===== config.mk =====
export PLATFORM = sky130hd
export DESIGN_NAME = rise_pulse_gen
export DESIGN_NICKNAME = d
export VERILOG_FILES = /design/src/rtl/rise_pulse_pkg.sv /design/src/rtl/level_sync.sv /design/src/rtl/edge_fsm_reg.sv /design/src/rtl/edge_fsm_cmb.sv /design/src/rtl/press_toggle.sv /design/src/rtl/rise_pulse_gen.sv
export SDC_FILE = /design/constraint.sdc
export NUM_CORES = 1
export LEC_CHECK = 0
export BUFFER_PORTS_ARGS = -buffer_cell sky130_fd_sc_hd__clkbuf_2
export CAP_MARGIN = 5
export CORE_AREA = 2 2 39 41
export CTS_BUF_LIST = sky130_fd_sc_hd__clkbuf_2
export DETAILED_ROUTE_END_ITERATION = 10
export DIE_AREA = 0 0 41 43
export HOLD_SLACK_MARGIN = 0.03
export PLACE_DENSITY = 0.39
export SYNTH_ARGS = -nofsm -noshare
export SYNTH_HDL_FRONTEND = slang
export SYNTH_SLANG_ARGS = --single-unit
export TNS_END_PERCENT = 10

===== constraint.sdc =====
create_clock -name clk -period 1.1 [get_ports clk]
set_clock_uncertainty 0.1 [all_clocks]
set_input_delay 0.22 -clock clk [delete_from_list [all_inputs] [get_ports clk]]
set_output_delay 0.22 -clock clk [all_outputs]
set_load 0.05 [all_outputs]

===== src/rtl/rise_pulse_pkg.sv =====
package rise_pulse_pkg;
    localparam int SYNC_DEPTH = 2;

    typedef enum logic [1:0] {
        ST_LOW  = 2'b00,
        ST_EDGE = 2'b01,
        ST_HIGH = 2'b11
    } reg_state_t;

    typedef enum logic {
        MS_LOW  = 1'b0,
        MS_HIGH = 1'b1
    } cmb_state_t;
endpackage


===== src/rtl/level_sync.sv =====
module level_sync #(
    parameter int STAGES = rise_pulse_pkg::SYNC_DEPTH
) (
    input  logic clk,
    input  logic rst,
    input  logic din,
    output logic dout
);
    localparam int TOP = STAGES - 1;

    logic [TOP:0] chain;

    always_ff @(posedge clk) begin
        if (rst) begin
            chain <= '0;
        end else begin
            chain <= {chain[TOP-1:0], din};
        end
    end

    assign dout = chain[TOP];
endmodule


===== src/rtl/edge_fsm_reg.sv =====
module edge_fsm_reg
    import rise_pulse_pkg::*;
(
    input  logic       clk,
    input  logic       rst,
    input  logic       lvl,
    output logic       pulse,
    output logic [1:0] code
);
    reg_state_t state;
    reg_state_t nxt;

    always_ff @(posedge clk) begin
        if (rst) begin
            state <= ST_LOW;
        end else begin
            state <= nxt;
        end
    end

    always_comb begin
        nxt = ST_LOW;
        unique case (state)
            ST_LOW:  nxt = lvl ? ST_EDGE : ST_LOW;
            ST_EDGE: nxt = lvl ? ST_HIGH : ST_LOW;
            ST_HIGH: nxt = lvl ? ST_HIGH : ST_LOW;
            default: nxt = ST_LOW;
        endcase
    end

    always_comb begin
        pulse = 1'b0;
        unique case (state)
            ST_EDGE: pulse = 1'b1;
            default: pulse = 1'b0;
        endcase
    end

    assign code = state;
endmodule


===== src/rtl/edge_fsm_cmb.sv =====
module edge_fsm_cmb
    import rise_pulse_pkg::*;
(
    input  logic       clk,
    input  logic       rst,
    input  logic       lvl,
    output logic       pulse,
    output logic [1:0] code
);
    cmb_state_t state;
    cmb_state_t nxt;

    always_ff @(posedge clk) begin
        if (rst) begin
            state <= MS_LOW;
        end else begin
            state <= nxt;
        end
    end

    always_comb begin
        nxt = lvl ? MS_HIGH : MS_LOW;
    end

    always_comb begin
        pulse = 1'b0;
        unique case (state)
            MS_LOW:  pulse = lvl;
            MS_HIGH: pulse = 1'b0;
            default: pulse = 1'b0;
        endcase
    end

    assign code = {state, state};
endmodule


===== src/rtl/press_toggle.sv =====
module press_toggle (
    input  logic clk,
    input  logic rst,
    input  logic pulse,
    output logic q
);
    always_ff @(posedge clk) begin
        if (rst) begin
            q <= 1'b0;
        end else if (pulse) begin
            q <= ~q;
        end
    end
endmodule


===== src/rtl/rise_pulse_gen.sv =====
module rise_pulse_gen #(
    parameter bit USE_COMB = 1'b0,
    parameter int SYNC_N   = rise_pulse_pkg::SYNC_DEPTH
) (
    input  logic clk,
    input  logic rst,
    input  logic level_in,
    output logic pulse_out,
    output logic toggle_out
);
    logic       sync_lvl;
    logic       det_pulse;
    logic [1:0] fsm_code;

    level_sync #(.STAGES(SYNC_N)) u_sync (
        .clk  (clk),
        .rst  (rst),
        .din  (level_in),
        .dout (sync_lvl)
    );

    generate
        if (USE_COMB) begin : g_cmb
            edge_fsm_cmb u_det (
                .clk   (clk),
                .rst   (rst),
                .lvl   (sync_lvl),
                .pulse (det_pulse),
                .code  (fsm_code)
            );
        end else begin : g_reg
            edge_fsm_reg u_det (
                .clk   (clk),
                .rst   (rst),
                .lvl   (sync_lvl),
                .pulse (det_pulse),
                .code  (fsm_code)
            );
        end
    endgenerate

    press_toggle u_tog (
        .clk   (clk),
        .rst   (rst),
        .pulse (det_pulse),
        .q     (toggle_out)
    );

    assign pulse_out = det_pulse;
endmodule


* Word-level counts from Yosys, hierarchy flattened
Index checks and enable logic that the tools add are counted.
Cells by class: equal/unequal tests 2, muxes and demuxes 4, reductions and logical operators 2, bitwise operators 1
Operator list (number):
- 2-bit case mux with 2 select lines | 1
- 2-bit by 1-bit == test with 1-bit output, second input constant | 1
- 2-bit == test, second input constant | 1
- 2-bit zero test | 1
- 1-bit two-way mux | 2
- 2-bit two-way mux | 1
- 2-bit OR reduction | 1
- 1-bit inverter | 1
Storage, ports and cells: bits of input ports 3, word-level logic and storage cells 12, bits in registers 5, output and inout bits 2

* Logic depth before layout (Yosys ltp)
Gate-level depths: netlist of the first run.
depth in word-level cells 3, gate-level depth with buffers 2, gate-level depth less buffers 2

* By module
A second synthesis of the first run with hierarchy kept.
Unflattened totals: cells, all modules 13, area total of the unflattened synthesis 161.4 um2
By module, submodules not included:
- edge_fsm_reg | instances 1, cells an instance 6, sequential area each 40.0 um2, area an instance 76.3 um2
- level_sync | instances 1, cells an instance 4, sequential area each 40.0 um2, area an instance 52.6 um2
- press_toggle | instances 1, cells an instance 3, sequential area each 20.0 um2, area an instance 32.5 um2

* Worst setup path after synthesis of the first run
OpenSTA, ideal clock, no wires.
path kind register to register, from reg g_reg.u_det.state[0], in the netlist g_reg.u_det.code[0], to reg u_tog.q, arrival time 0.986 ns, stages on the path, launching flop included 3, setup slack -0.107 ns, path buffers 0, cell sequence dfxtp_1 > nor2b_4 > mux2_4
On the way: cells in the longest elaborated chain, start to end 2
Ends and longest elaborated chain:
- start, declared | line edge_fsm_reg.sv:10 | reg_state_t state;
- start signal, assigned | line edge_fsm_reg.sv:17 | state <= nxt;
- 2-bit by 1-bit == test with 1-bit output | line edge_fsm_reg.sv:33 | unique case (state)
- 1-bit two-way mux | line edge_fsm_reg.sv:33
- named net pulse_out | line rise_pulse_gen.sv:8 | output logic pulse_out,
- end signal, assigned | line press_toggle.sv:11 | q <= ~q;
- end, declared | line press_toggle.sv:5 | output logic q
The timed path passes the listed nets, and every way through them passes these cells. A chain may end at the register's enable or synchronous reset.

* Final worst setup path of the first run
from reg g_reg.u_det.state[0], in the netlist g_reg.u_det.code[0], to out pulse_out
On the way: cells in the longest elaborated chain, start to end 2
Ends and longest elaborated chain (line):
- 2-bit by 1-bit == test with 1-bit output | edge_fsm_reg.sv:33
- 1-bit two-way mux | edge_fsm_reg.sv:33
- end, declared | rise_pulse_gen.sv:8
No other way between the ends.

==> key figures, run 1 <==
Clock network
  – Worst skew pair latency: 0.22 ns
  – CTS tree: built
  – Clock Sinks: 5
  – Hold buffer count at cts: 0
  – CTS Buf Count: 3
  – CTS Buffer Depth: 2
  – Root Buffer: clkbuf_2
  – Clock input transition at the sequential cells of the worst setup and hold paths: 0.06 ns
  – H-tree levels: 1

Outcome
  – Failing checks: setup timing
  – Status: finished with violations

Place
  – Placed insts: 34
  – Port Buffers: 4
  – RePlAce Congestion: 0.513
  – Setup slack at placement: 0.0343 ns

Synth
  – Post-Synth Simple-Gate Area: 0.343
  – Syn_nets: 17
  – Synth Area in Compound Gates: 0
  – Syn Inst Count: 14
  – Synth Warn #: 0
  – Mux contribution to synthesized area: 0.0857
  – Register area share after synthesis: 0.571
  – Post-Synth XOR/XNOR Area: 0
  – Adder-Cell Fraction of Synth Area: 0
  – Unique masters post-synth: 7
  – Synth area leaders: dfxtp_1, nor2b_1, mux2_4
  – Flops & latches, synth: 5
  – Syn Area/Cell: 12.5 um2
  – Yosys top cell area share: 0.571
  – Post-Synthesis Cell Area: 175 um2
  – Leading area contributor after synthesis: dfxtp_1
  – Main combinational cell family by area after synthesis: simple AND/OR/NAND/NOR gates

Drt
  – DRC Markers: 0
  – Final WL: 284 um
  – Wire per inst: 7.10 um
  – Number of DRC markers in iteration 0: 2
  – First-pass DRT Iterations: 2
  – Antenna-violating nets left: 0
  – Via count: 130
  – DR vias/cell: 3.25

Finish
  – Layout cell share with drive strength beyond 1: 0.625
  – Post-route insts no fill: 40
  – Area delta synth->final: 55.7%
  – Fillers: 151
  – Antenna Cells: 0
  – Final net count: 28

Die
  – Starting density of the core: 0.127
  – Die width: 41 um
  – Cell row count: 14
  – Num ports: 5
  – Core Area: 1380 um2
  – Die Footprint: 1760 um2
  – Die Y: 43 um

Timing
  – Crit path time final: 1.17 ns
  – Max Slew Vio Count: 0
  – Achievable Freq: 856 MHz
  – Hold Fails Final Rpt: 0
  – Slew @ Worst Pin: 0.143 ns
  – Final Cycle Share: 1.06
  – Final setup violation count: 1
  – Setup slack after layout: -0.0688 ns
  – RSZ-0062 raised after global routing: true
  – WHS: 0.117 ns
  – Relative slew slack: 0.904

Global routing
  – Largest net degree at the start of global routing: 7
  – Global-route wire length before repair: 558 um
  – Gr usage total: 0.0604
  – Grt total ovfl: 0
  – Initial antenna violation count: 0
  – Vias in the first global route: 152

Power
  – Pwr dens: 1450 nW/um2
  – Peak VDD IR: 562 uV
  – LEAKAGE: 0.000124 uW
  – Power Total: 395 uW

Critical path
  – CP Launch Point: g_reg.u_det.code[0]$_SDFF_PP0_
  – R2R Path Start: g_reg.u_det.code[0]$_SDFF_PP0_
  – CP endpoint kind: output port
  – Startpoint Class: register
  – Critical path class: reg -> out
  – Data required time of the worst path: 0.78 ns
  – CP arrival: 0.85 ns
  – Crit-path max FO: 2

Job
  – Max Cap Viol: 0

Hold path
  – Worst hold start: level_in
  – Min-delay worst type: in -> reg
-- cells in the mapped netlist --
library cell and n:
and3b_2 1, dfxtp_1 5, mux2_4 1, nor2_1 1
nor2b_1 4, nor2b_4 1, nor3b_1 1
-- placed cells by master (no fill, tap or decap), drive strengths merged --
cell	count
nor2b	5
nor3b	1
mux2	1
clkbuf	6
buf	4
and3b	1
nor2	1
dfxtp	5
-- path summary, 6_finish.rpt --
path / cells after the start / slack [ns] / to
hold / removal: 2 / 0.12 / u_sync.chain[0]$_SDFF_PP0_
setup reg to reg: 3 / 0.01 / u_tog.q$_SDFFE_PP0P_
setup / recovery: 2 / -0.07 / pulse_out
hold reg to reg: 1 / 0.34 / u_sync.chain[1]$_SDFF_PP0_
-- worst max-delay path, cell delays in order (launching register included) --
cell	delay, ns
dfxtp_2	0.32
nor2b_4	0.15
buf_8	0.15
-- where the power goes --
group	leakage, uW	total, uW	switching, uW	internal (uW)
registers	0.0000418	190	2.71	188
clock network	0.0000166	172	75.3	96.3
logic	0.0000659	33.5	15.6	17.9
-- cell type report --
cell class	instances	area, um2	share of cell area
Tap cell	16	20.0	0.0734
Clock buffer	4	20.0	0.0734
Timing Repair Buffer	6	55.1	0.202
Multi-Input combinational cell	9	75.1	0.275
Sequential cell	5	103	0.376
-- sequential cells by signal (all words and copies together), names as in the netlist --
name / cells
g_reg.u_det.code: 2
u_sync.chain: 2
u_tog.q: 1
-- layer usage --
metal	wire length, um	vias to the layer above	track usage
met1	114	61	0.0388
met3	28	0	0.0785
li1	-	64	-
met2	140	5	0.0750
met4	0	0	0.0600
met5	0	-	0
-- metrics by stage --
step                      cell area [um2]  setup TNS, ns   util
final                                 273        -0.0688  0.197
after global routing                  273         -0.154  0.197
after CTS                             269         -0.106  0.194
after detailed placement              216              0  0.156
after global placement                216              0  0.156
after floorplan                       176        -0.0919      -
-- cell families after synthesis --
| kind of cell | count (synthesis) |
|---|---|
| multiplexers | 1 |
| AND/OR/NAND/NOR | 8 |
| flip-flops | 5 |
-- what timing repair did --
item | CTS | global route
resized for setup | 4 | 3
buffers inserted | 2 | 0
hold endpoints to repair | 0 | 0
endpoints found under the setup margin | 2 | 3
pin swaps | 0 | 0
gates cloned | 0 | 0
No activity file was read; power rests on OpenSTA's default activity.
==> run 2, diff against run 1 <==
Settings changed: SKIP_CTS_REPAIR_TIMING from default to 1.
==> key figures, run 2 (synthesis results as in run 1) <==
Outcome
  – Status: finished with violations
  – Failing checks: setup timing

Critical path
  – Slowest stage delay, CP: 0.32 ns
  – Critical path class: reg -> out
  – Startpoint Class: register
  – Bufs and invs on worst path: 1
  – Data required time of the worst path: 0.78 ns
  – Reg2reg setup slack: 0.09 ns
  – CP endpoint kind: output port
  – Worst path slowest cell: dfxtp_2
  – Delay-heaviest family, CP: flip-flops
  – CP arrival: 0.86 ns
  – Crit-path max FO: 2
  – Worst-path cell chain: nor2b_4 -> buf_8

Hold path
  – Min-delay worst type: in -> reg

Timing
  – RSZ-0062 raised after global routing: true
  – Slew @ Worst Pin: 0.133 ns
  – Final setup violation count: 1
  – Achievable Freq: 845 MHz
  – Hold Fails Final Rpt: 0
  – Relative slew slack: 0.911
  – WHS: 0.117 ns
  – Setup slack after layout: -0.0830 ns
  – Max Slew Vio Count: 0
  – Final Cycle Share: 1.08
  – Crit path time final: 1.18 ns

Clock network
  – Clock input transition at the sequential cells of the worst setup and hold paths: 0.06 ns
  – Worst skew pair latency: 0.22 ns
  – Clock Sinks: 5
  – CTS tree: built
  – CTS Buf Count: 3
  – CTS Buffer Depth: 2
  – H-tree levels: 1
  – Root Buffer: clkbuf_2

Die
  – Cell row count: 14
  – Die Y: 43 um
  – Num ports: 5
  – Die Footprint: 1760 um2
  – Die width: 41 um
  – Starting density of the core: 0.127
  – Core Area: 1380 um2

Finish
  – Antenna Cells: 0
  – Commonest cells after routing, fill and taps aside: clkbuf_2, nor2b_1, dfxtp_1
  – Area delta synth->final: 49.3%
  – Fillers: 152
  – Layout cell share with drive strength beyond 1: 0.609
  – Commonest non-fill, non-tap cell in the layout: clkbuf_2
  – Final net count: 27

Global routing
  – Global-route wire length before repair: 476 um
  – Vias in the first global route: 134
  – Gr usage total: 0.0523
  – Initial antenna violation count: 0
  – Grt total ovfl: 0
  – Largest net degree at the start of global routing: 7

Drt
  – Via count: 127
  – Antenna-violating nets left: 0
  – Final WL: 268 um
  – First-pass DRT Iterations: 2
  – Wire per inst: 6.87 um
  – DRC Markers: 0
  – Number of DRC markers in iteration 0: 2
  – DR vias/cell: 3.26

Place
  – RePlAce Congestion: 0.513
  – Setup slack at placement: 0.0343 ns
  – Port Buffers: 4

Power
  – LEAKAGE: 0.000118 uW
  – Pwr dens: 1500 nW/um2
  – Peak VDD IR: 530 uV

Job
  – Max Cap Viol: 0
run 2: power breakdown:
group | internal [uW] | switching (uW) | leakage, uW | total, uW
clock | 96.3 | 74.3 | 0.0000166 | 171
combinational | 15.8 | 15.2 | 0.0000594 | 31.0
sequential | 188 | 2.48 | 0.0000418 | 190
run 2: worst paths after layout:
path                             startpoint                    endpoint  depth (start not counted)
max          g_reg.u_det.code[0]$_SDFF_PP0_                   pulse_out                          2
min reg2reg      u_sync.chain[0]$_SDFF_PP0_  u_sync.chain[1]$_SDFF_PP0_                          1
min                                level_in  u_sync.chain[0]$_SDFF_PP0_                          2
max reg2reg  g_reg.u_det.code[0]$_SDFF_PP0_        u_tog.q$_SDFFE_PP0P_                          2
run 2: final cells by class:
class	instances	area, um2	share of cell area
multi-input cells	9	75.1	0.287
well taps	16	20.0	0.0766
flip-flops and latches	5	103	0.392
repair buffers	5	43.8	0.167
clock buffers	4	20.0	0.0766
run 2: routing by layer:
metal / track usage / vias to the layer above / part of all wire
li1: - / 62 / -
met1: 0.0355 / 60 / 0.42
met2: 0.0531 / 5 / 0.47
met3: 0.0785 / 0 / 0.11
met4: 0.0600 / 0 / 0
met5: 0 / - / 0
run 2: stage by stage:
stage,utilization,instance area (um2),instances,setup TNS (ns),power (uW)
finish,0.189,262,39,-0.0830,392
floorplan,-,176,14,-0.0919,211
global route,0.189,262,39,-0.133,423
detailed placement,0.156,216,34,0,220
global placement,0.156,216,34,0,218
CTS,0.171,236,38,-0.310,400
==> run 3, diff against run 2 <==
--- a/config.mk
+++ b/config.mk
@@ -7,3 +7,2 @@
 export LEC_CHECK = 0
-export BUFFER_PORTS_ARGS = -buffer_cell sky130_fd_sc_hd__clkbuf_2
 export CAP_MARGIN = 5
@@ -13,5 +12,7 @@
 export DIE_AREA = 0 0 41 43
+export DONT_BUFFER_PORTS = 1
 export HOLD_SLACK_MARGIN = 0.03
-export PLACE_DENSITY = 0.39
+export PLACE_DENSITY = 0.36
 export SKIP_CTS_REPAIR_TIMING = 1
+export SLEW_MARGIN = 20
 export SYNTH_ARGS = -nofsm -noshare
--- a/constraint.sdc
+++ b/constraint.sdc
@@ -4,2 +4,2 @@
 set_output_delay 0.22 -clock clk [all_outputs]
-set_load 0.05 [all_outputs]
+set_load 0.01 [all_outputs]
==> key figures, run 3 (synthesis results as in run 1) <==
Outcome
  – Status: finished with violations
  – Failing checks: setup timing

Power
  – Pwr dens: 1550 nW/um2
  – Sw power: 86.5 uW
  – Peak VDD IR: 533 uV
  – LEAKAGE: 0.000105 uW
  – Switching Share: 0.225
  – Power Total: 384 uW
  – Part of the power in registers: 0.497
  – Int Power: 297 uW
  – Comb power frac: 0.050
  – Clock Power Share: 0.453

Die
  – Num ports: 5
  – Starting density of the core: 0.127
  – Die Footprint: 1760 um2
  – Die width: 41 um
  – Die Y: 43 um
  – Cell row count: 14
  – Core Area: 1380 um2

Drt
  – DR vias/cell: 3.32
  – DRC Markers: 0
  – Final WL: 300 um
  – Wire per inst: 8.11 um
  – First-pass DRT Iterations: 1
  – Antenna-violating nets left: 0
  – Via count: 123
  – Number of DRC markers in iteration 0: 0

Global routing
  – Gr usage total: 0.0524
  – Global-route wire length before repair: 483 um
  – Largest net degree at the start of global routing: 7
  – Vias in the first global route: 132
  – Grt total ovfl: 0
  – Initial antenna violation count: 0

Timing
  – Final setup violation count: 1
  – Final Cycle Share: 1.05
  – Slew @ Worst Pin: 0.174 ns
  – WHS: 0.119 ns
  – Setup slack after layout: -0.0547 ns
  – Crit path time final: 1.15 ns
  – Relative slew slack: 0.884
  – Max Slew Vio Count: 0
  – Hold Fails Final Rpt: 0
  – TNS Setup: -0.0547 ns
  – Achievable Freq: 866 MHz
  – RSZ-0062 raised after global routing: true

Job
  – Max Cap Viol: 0

Clock network
  – Clock Sinks: 5
  – Worst skew pair latency: 0.22 ns
  – Clock input transition at the sequential cells of the worst setup and hold paths: 0.06 ns
  – H-tree levels: 1
  – Root Buffer: clkbuf_2
  – CTS Buf Count: 3
  – CTS Buffer Depth: 2
  – CTS tree: built

Critical path
  – Crit-path max FO: 3
  – CP Launch Point: g_reg.u_det.code[0]$_SDFF_PP0_
  – CP arrival: 0.83 ns
  – Worst Reg2Reg Path Length in Cells: 2
  – Reg2reg setup slack: 0.09 ns
  – Reg2reg end: u_tog.q$_SDFFE_PP0P_
  – CP endpoint kind: output port
  – R2R Path Start: g_reg.u_det.code[0]$_SDFF_PP0_
  – Data required time of the worst path: 0.78 ns
  – Startpoint Class: register
  – Critical path class: reg -> out

Hold path
  – Hold Path Sink: g_reg.u_det.code[1]$_SDFF_PP0_
  – Min-delay worst type: in -> reg
  – Worst hold start: rst
  – Hold path cells: 1

Finish
  – Fillers: 162
  – Area delta synth->final: 41.4%
  – Commonest cells after routing, fill and taps aside: nor2b_1, clkbuf_2, dfxtp_1
  – Antenna Cells: 0
  – Final net count: 25
  – Layout cell share with drive strength beyond 1: 0.429

Place
  – RePlAce Congestion: 0.526
  – Port Buffers: 0
[run 3: changes by cell type in the layout (fill, tap and decap cells not counted), sizes merged]
| cell | previous run | this run |
|---|---|---|
| buf | 3 | 1 |
| clkbuf | 6 | 4 |
| dlygate4sd3 | 0 | 2 |
[run 3: metrics by stage]
stage / util / area [um2] / worst slack [ns] / instances
3_3_place_gp: 0.146 / 203 / 0.107 / 31
2_1_floorplan: - / 175 / 0.0865 / 14
3_5_place_dp: 0.146 / 203 / 0.0771 / 31
5_1_grt: 0.179 / 248 / -0.107 / 37
4_1_cts: 0.161 / 223 / -0.108 / 35
6_report: 0.179 / 248 / -0.0547 / 37
[run 3: layout make-up]
class	instances	area, um2	share of cell area
clock buffer	4	20.0	0.0808
multi-input combinational	9	75.1	0.303
sequential	5	101	0.409
tap	16	20.0	0.0808
timing repair buffer	3	31.3	0.126
[run 3: critical path, stage by stage, from the launching register on]
cell and delay (ns):
dfxtp_2 0.34, nor2b_4 0.16, buf_6 0.11
[run 3: layer usage]
metal	track usage	vias up	share of wire
met1	0.0390	54	0.45
met4	0.0600	0	0
met2	0.0469	11	0.35
li1	-	58	-
met3	0.0838	0	0.20
met5	0	-	0
[run 3: worst max-delay path by stage]
stage / slack, ns / cells after the start / end
finish: -0.05 / 2 / pulse_out
global route: -0.11 / 2 / pulse_out
CTS: -0.11 / 2 / pulse_out
detailed placement: 0.08 / 2 / u_tog.q$_SDFFE_PP0P_
global placement: 0.11 / 2 / u_tog.q$_SDFFE_PP0P_
floorplan: 0.09 / 2 / u_tog.q$_SDFFE_PP0P_
[run 3: power by group through the flow]
| stage | clock network [uW] | logic, uW | registers (uW) |
|---|---|---|---|
| floorplan | 0 | 9.84 | 194 |
| global placement | 0 | 11.5 | 194 |
| detailed placement | 0 | 12.0 | 195 |
| CTS | 179 | 12.0 | 191 |
| global route | 195 | 21.2 | 191 |
| finish | 174 | 19.2 | 191 |
